==> src/rtl/pulse_burst_pkg.sv <==
package pulse_burst_pkg;
  localparam int unsigned NCH    = 2;
  localparam int unsigned CODE_W = 8;
  localparam int unsigned VAL_W  = 16;

  localparam logic [CODE_W-1:0] CODE_HI_BASE  = 8'h10;
  localparam logic [CODE_W-1:0] CODE_LO_BASE  = 8'h11;
  localparam logic [CODE_W-1:0] CODE_CNT_BASE = 8'h14;
  localparam logic [CODE_W-1:0] CODE_MASK     = 8'h1F;

  typedef enum logic [1:0] {
    PH_IDLE = 2'd0,
    PH_HIGH = 2'd1,
    PH_LOW  = 2'd2,
    PH_DONE = 2'd3
  } phase_t;

  function automatic logic [CODE_W-1:0] hi_code(input int ch);
    return CODE_HI_BASE + CODE_W'(2 * ch);
  endfunction

  function automatic logic [CODE_W-1:0] lo_code(input int ch);
    return CODE_LO_BASE + CODE_W'(2 * ch);
  endfunction

  function automatic logic [CODE_W-1:0] cnt_code(input int ch);
    return CODE_CNT_BASE + CODE_W'(ch);
  endfunction

  // a length of zero is meaningless; the shortest phase is one unit
  function automatic logic [VAL_W-1:0] clamp_len(input logic [VAL_W-1:0] v);
    return (v == '0) ? VAL_W'(1) : v;
  endfunction

  // true when the high phase now ending is the last one of a finite burst
  function automatic logic last_pulse(input logic [VAL_W-1:0] limit,
                                      input logic [VAL_W-1:0] emitted);
    return (limit != '0) && (emitted == limit - VAL_W'(1));
  endfunction

  function automatic logic known_code(input logic [CODE_W-1:0] c);
    logic hit;
    hit = (c == CODE_MASK);
    for (int ch = 0; ch < NCH; ch++) begin
      hit = hit | (c == hi_code(ch)) | (c == lo_code(ch)) | (c == cnt_code(ch));
    end
    return hit;
  endfunction
endpackage

==> src/rtl/unit_prescaler.sv <==
module unit_prescaler #(
  parameter int unsigned TICK_CYCLES = 12500
) (
  input  logic clk,
  input  logic rst_n,
  input  logic restart,
  output logic tick
);
  localparam int unsigned CW = (TICK_CYCLES > 1) ? $clog2(TICK_CYCLES) : 1;
  localparam logic [CW-1:0] LAST = CW'(TICK_CYCLES - 1);

  logic [CW-1:0] cnt;

  assign tick = (cnt == LAST) && !restart;

  always_ff @(posedge clk) begin
    if (!rst_n) begin
      cnt <= '0;
    end else if (restart || cnt == LAST) begin
      cnt <= '0;
    end else begin
      cnt <= cnt + CW'(1);
    end
  end
endmodule

==> src/rtl/cfg_regs.sv <==
module cfg_regs
  import pulse_burst_pkg::*;
(
  input  logic                           clk,
  input  logic                           rst_n,
  input  logic                           cmd_wr,
  input  logic [CODE_W-1:0]              cmd_code,
  input  logic [VAL_W-1:0]               cmd_val,
  input  logic [CODE_W-1:0]              query_code,
  output logic [VAL_W-1:0]               query_data,
  output logic [NCH-1:0][VAL_W-1:0]      hi_cfg,
  output logic [NCH-1:0][VAL_W-1:0]      lo_cfg,
  output logic [NCH-1:0][VAL_W-1:0]      cnt_cfg,
  output logic [NCH-1:0]                 en_mask
);
  for (genvar g = 0; g < NCH; g++) begin : g_ch
    logic wr_hi, wr_lo, wr_cnt;
    assign wr_hi  = cmd_wr && (cmd_code == hi_code(g));
    assign wr_lo  = cmd_wr && (cmd_code == lo_code(g));
    assign wr_cnt = cmd_wr && (cmd_code == cnt_code(g));

    always_ff @(posedge clk) begin
      if (!rst_n) begin
        hi_cfg[g]  <= VAL_W'(1);
        lo_cfg[g]  <= VAL_W'(1);
        cnt_cfg[g] <= '0;
      end else begin
        if (wr_hi)  hi_cfg[g]  <= clamp_len(cmd_val);
        if (wr_lo)  lo_cfg[g]  <= clamp_len(cmd_val);
        if (wr_cnt) cnt_cfg[g] <= cmd_val;
      end
    end
  end

  always_ff @(posedge clk) begin
    if (!rst_n) begin
      en_mask <= '0;
    end else if (cmd_wr && cmd_code == CODE_MASK) begin
      en_mask <= cmd_val[NCH-1:0];
    end
  end

  always_comb begin
    query_data = '0;
    if (query_code == CODE_MASK) query_data = VAL_W'(en_mask);
    for (int ch = 0; ch < NCH; ch++) begin
      if (query_code == hi_code(ch))  query_data = hi_cfg[ch];
      if (query_code == lo_code(ch))  query_data = lo_cfg[ch];
      if (query_code == cnt_code(ch)) query_data = cnt_cfg[ch];
    end
  end
endmodule

==> src/rtl/burst_channel.sv <==
module burst_channel
  import pulse_burst_pkg::*;
#(
  parameter int unsigned TICK_CYCLES = 12500
) (
  input  logic             clk,
  input  logic             rst_n,
  input  logic             enable,
  input  logic [VAL_W-1:0] hi_len,
  input  logic [VAL_W-1:0] lo_len,
  input  logic [VAL_W-1:0] burst_len,
  output logic             level,
  output logic             done,
  output logic             start_evt,
  output logic [VAL_W-1:0] act_cnt
);
  logic             en_q;
  logic             tick;
  logic             restart;
  phase_t           phase;
  logic [VAL_W-1:0] remain;
  logic [VAL_W-1:0] emitted;
  logic [VAL_W-1:0] act_hi, act_lo;
  logic             phase_end;

  assign start_evt = enable && !en_q;
  assign restart   = !enable || start_evt;
  assign phase_end = tick && (remain <= VAL_W'(1));

  unit_prescaler #(.TICK_CYCLES(TICK_CYCLES)) u_presc (
    .clk     (clk),
    .rst_n   (rst_n),
    .restart (restart),
    .tick    (tick)
  );

  always_ff @(posedge clk) begin
    if (!rst_n) begin
      en_q    <= 1'b0;
      phase   <= PH_IDLE;
      remain  <= '0;
      emitted <= '0;
      done    <= 1'b0;
      act_hi  <= VAL_W'(1);
      act_lo  <= VAL_W'(1);
      act_cnt <= '0;
    end else begin
      en_q <= enable;
      if (!enable) begin
        phase   <= PH_IDLE;
        remain  <= '0;
        emitted <= '0;
        done    <= 1'b0;
      end else if (start_evt) begin
        act_hi  <= hi_len;
        act_lo  <= lo_len;
        act_cnt <= burst_len;
        phase   <= PH_HIGH;
        remain  <= hi_len;
        emitted <= '0;
        done    <= 1'b0;
      end else if (tick) begin
        unique case (phase)
          PH_HIGH: begin
            if (phase_end) begin
              emitted <= emitted + VAL_W'(1);
              if (last_pulse(act_cnt, emitted)) begin
                phase <= PH_DONE;
                done  <= 1'b1;
              end else begin
                phase  <= PH_LOW;
                remain <= act_lo;
              end
            end else begin
              remain <= remain - VAL_W'(1);
            end
          end
          PH_LOW: begin
            if (phase_end) begin
              phase  <= PH_HIGH;
              remain <= act_hi;
            end else begin
              remain <= remain - VAL_W'(1);
            end
          end
          default: begin
            remain <= remain;
          end
        endcase
      end
    end
  end

  assign level = enable && (phase == PH_HIGH);
endmodule

==> src/rtl/dual_pulse_burst.sv <==
module dual_pulse_burst
  import pulse_burst_pkg::*;
#(
  parameter int unsigned TICK_CYCLES = 12500
) (
  input  logic        clk,
  input  logic        rst_n,
  input  logic        cmd_wr,
  input  logic [7:0]  cmd_code,
  input  logic [15:0] cmd_val,
  input  logic [7:0]  query_code,
  output logic [15:0] query_data,
  output logic [1:0]  pulse_out,
  output logic [1:0]  burst_done
);
  logic [NCH-1:0][VAL_W-1:0] hi_cfg, lo_cfg, cnt_cfg, act_cnt;
  logic [NCH-1:0]            en_mask;
  logic [NCH-1:0]            start_evt;

  cfg_regs u_regs (
    .clk        (clk),
    .rst_n      (rst_n),
    .cmd_wr     (cmd_wr),
    .cmd_code   (cmd_code),
    .cmd_val    (cmd_val),
    .query_code (query_code),
    .query_data (query_data),
    .hi_cfg     (hi_cfg),
    .lo_cfg     (lo_cfg),
    .cnt_cfg    (cnt_cfg),
    .en_mask    (en_mask)
  );

  for (genvar g = 0; g < NCH; g++) begin : g_chan
    burst_channel #(.TICK_CYCLES(TICK_CYCLES)) u_ch (
      .clk       (clk),
      .rst_n     (rst_n),
      .enable    (en_mask[g]),
      .hi_len    (hi_cfg[g]),
      .lo_len    (lo_cfg[g]),
      .burst_len (cnt_cfg[g]),
      .level     (pulse_out[g]),
      .done      (burst_done[g]),
      .start_evt (start_evt[g]),
      .act_cnt   (act_cnt[g])
    );
  end
endmodule

==> config.mk <==
export PLATFORM = sky130hd
export DESIGN_NAME = dual_pulse_burst
export DESIGN_NICKNAME = d
export VERILOG_FILES = /design/src/rtl/pulse_burst_pkg.sv /design/src/rtl/unit_prescaler.sv /design/src/rtl/cfg_regs.sv /design/src/rtl/burst_channel.sv /design/src/rtl/dual_pulse_burst.sv
export SDC_FILE = /design/constraint.sdc
export NUM_CORES = 1
export LEC_CHECK = 0
export ABC_CLOCK_PERIOD_IN_PS = 5300
export BUFFER_PORTS_ARGS = -buffer_cell sky130_fd_sc_hd__clkbuf_2
export CORE_ASPECT_RATIO = 0.7
export CORE_UTILIZATION = 25
export CTS_BUF_LIST = sky130_fd_sc_hd__clkbuf_16
export CTS_CLUSTER_DIAMETER = 30
export DETAILED_ROUTE_END_ITERATION = 8
export SLEW_MARGIN = 10
export SYNTH_ARGS = -nofsm -noshare
export SYNTH_HDL_FRONTEND = slang
export SYNTH_SLANG_ARGS = --single-unit
==> constraint.sdc <==
create_clock -name clk -period 5.3 [get_ports clk]
set_clock_uncertainty 0.2 [all_clocks]
set_input_delay 1.06 -clock clk [delete_from_list [all_inputs] [get_ports clk]]
set_output_delay 1.06 -clock clk [all_outputs]
set_load 0.02 [all_outputs]
==> reports/qor.yml <==
outcome: "finished clean"
ant_nets: 0
clkPwrFrac: 0.668
p_int_uw: 5550
dieHeight_um: 208
synth_top_family_by_area: "simple AND/OR/NAND/NOR gates"
syn_to_final_growth_pct: 23.8
grt_pass1_wl_um: 69200
fmax_mhz: 213
synth-xor-area-share: 0.0597
drive_gt1_frac: 0.136
r2r_cells: 10
grt_usage: 0.141
routabilityCongestion: 0.924
drtIter0Drc: 936
combPwrFrac: 0.016
whs_path_depth: 2
grt_pass1_vias: 12660
leakagePower_uw: 0.00635
synth_top_area_frac: 0.389
switching_power_uw: 1460
seq_area_um2: 5890
postCtsHoldBufs: 0
synthSimpleGateAreaFrac: 0.240
clk_latency_ns: 0.57
tightestPinTransition_ns: 1.13
cap_violations: 0
tritoncts: "done"
worstSetupPathType: "input port to output pin"
final.period_utilization: 0.888
yosys.area_share.adder: 0.0132
pre_cts_ws_ns: 0.637
drc: 0
min_to: "g_chan[1].u_ch.done"
cts_buffer_depth: 3
cts.sinks: 294
slew_headroom: 0.242
synth_area_leaders: "dfxtp_1 39%, nand2_1 9.1%, a21boi_0 7.5%"
synth_ff_type: "dfxtp_1"
hp-start: "g_chan[1].u_ch.done"
syn_nets: 1850
r2r_start: "g_chan[0].u_ch.act_cnt[0]"
worstPathArrival_ns: 3.44
async_flop_share: 0
wl_um: 43700
slew_viol_final: 0
synth_seq_cells: 294
post-route-min-period_ns: 4.70
power.density_nw_per_um2: 374
cts_buffers: 74
r2r_setup_slack_ns: 1.17
cts.root.buffer_cell: "clkbuf_16"
postSynthCellCount: 1799
worstSetupEndpointType: "output pin"
start_kind: "input port"
rsz0062_at_grt: "false"
grt_max_degree: 130
pwr-share-seq: 0.317
synth_enable_flop_cells: 0
port_buffers: 54
cts.clk_slew.worst_paths_ns: 0.04
reg2reg_to: "g_chan[0].u_ch.remain[11]"
hold_class: "register to register"
synth_area_um2: 15100
htreeDepth: 3
fp.dieW_um: 296
wl_per_cell_um: 16.2
cp_max_fo: 16
netSwitchingFraction: 0.209
multi_input_area_um2: 8650
layout_setup_ws_ns: 0.596
pin_count: 55
yosysTopAreaCell: "dfxtp_1"
peakVddDrop_v: 0.000219
start_util: 0.253
tns_ns: 0
grt-ovfl-total: 0
final.fill_count: 6252
synthDistinctLibCells: 77
muxShareOfSynthArea: 0.0918
die_area_um2: 61500
setup_violations: 0
dr_total_vias: 13208
cts.repair.resized: 0
hpwl_um: 31000
antenna_found_initial: 10
synth_seq_area_share: 0.389
crit_required_ns: 4.04
core_area_um2: 59900
hold_viol: 0
dr.pass1.iters: 5
rows: 75
routed_via_density: 4.88
ys.warnings.count: 0
synth_compound_area_frac: 0.164
postSynthAreaPerCell_um2: 8.41
cts_setup_buffers: 0
layout.nets: 1885
==> registers in the layout, indices dropped and copies added, names as in the netlist <==
name and flops:
g_chan.u_ch.done 2, g_chan.u_ch.act_lo 32, u_regs.hi_cfg 32, g_chan.u_ch.act_hi 32, g_chan.u_ch.phase 4, g_chan.u_ch.en_q 2
u_regs.en_mask 2, g_chan.u_ch.remain 32, g_chan.u_ch.u_presc.cnt 28, g_chan.u_ch.emitted 32, u_regs.cnt_cfg 32, g_chan.u_ch.act_cnt 32
u_regs.lo_cfg 32
==> kinds of logic (layout without fill, tap and decap cells) <==
logic type      after synthesis  in the layout
fa+ha+maj                    16             16
compound gates              346            346
buf+inv                     154            248
mux                         120            120
flops                       294            294
other cells                   0              3
simple gates                766            766
xor+xnor                    103            103
==> worst max path at each step <==
| stage | end | start |
|---|---|---|
| final | query_data[0] | query_code[5] |
| after CTS | query_data[0] | query_code[5] |
| after floorplan | query_data[10] | query_code[0] |
| after global placement | query_data[0] | query_code[5] |
| after global routing | query_data[0] | query_code[5] |
| after detailed placement | query_data[0] | query_code[5] |
==> through the flow <==
stage	utilization	hold slack [ns]	instances	cell area [µm²]	total power [µW]
global placement	0.269	0.240	2565	16100	2370
detailed placement	0.269	0.239	2565	16100	2370
finish	0.313	0.246	2704	18700	7010
CTS	0.312	0.248	2700	18700	7080
global route	0.313	0.276	2701	18700	7200
floorplan	-	0.226	1799	15100	2320
==> cells in the mapped netlist, types with 42 or more instances <==
master    instances
a21oi_1          55
nand3_1          54
xnor2_1          61
a21boi_0        152
xor2_1           42
o21ai_0          47
inv_1            42
dfxtp_1         294
nor2_1          111
mux2i_1          97
clkbuf_1         89
nor3_1           50
nand2_1         367
==> placed cells by master, fill, tap and decap left out, types with 42 or more instances in the layout <==
cell / count
clkbuf_2: 53
dfxtp_1: 294
nand2_1: 367
xnor2_1: 61
mux2i_1: 97
xor2_1: 42
nand3_1: 54
clkbuf_16: 75
o21ai_0: 47
nor3_1: 49
a21boi_0: 152
a21oi_1: 55
inv_1: 48
nor2_1: 111
==> critical path, cell delays in order <==
cell and delay [ns]:
clkbuf_2 0.07, or4b_2 0.72, or2_2 0.35, or3_1 0.54
o22ai_1 0.24, nand2_1 0.07, o31ai_1 0.08, a31oi_1 0.11
clkbuf_2 0.19
==> cell type report <==
cell class | instances | share of cell area
diodes | 3 | 0.000401
flip-flops and latches | 294 | 0.314
well taps | 808 | 0.0540
inverters | 43 | 0.00862
clock inverters | 60 | 0.0385
multi-input cells | 1351 | 0.462
clock buffers | 75 | 0.100
repair buffers | 70 | 0.0221
==> power groups by stage <==
stage | Combinational [µW] | Clock, µW | Sequential [µW]
floorplan | 58.0 | 0 | 2260
detailed placement | 106 | 0 | 2260
CTS | 106 | 4750 | 2220
global route | 113 | 4870 | 2220
finish | 109 | 4680 | 2220
global placement | 105 | 0 | 2260
==> layer usage <==
metal,global-route usage,part of all wire,routed length [µm]
met1,0.200,0.48,21100
met2,0.199,0.41,18000
met3,0.0461,0.086,3770
met4,0.0411,0.018,801
met5,0,0.0019,83
(Power assumes the default switching activity.)
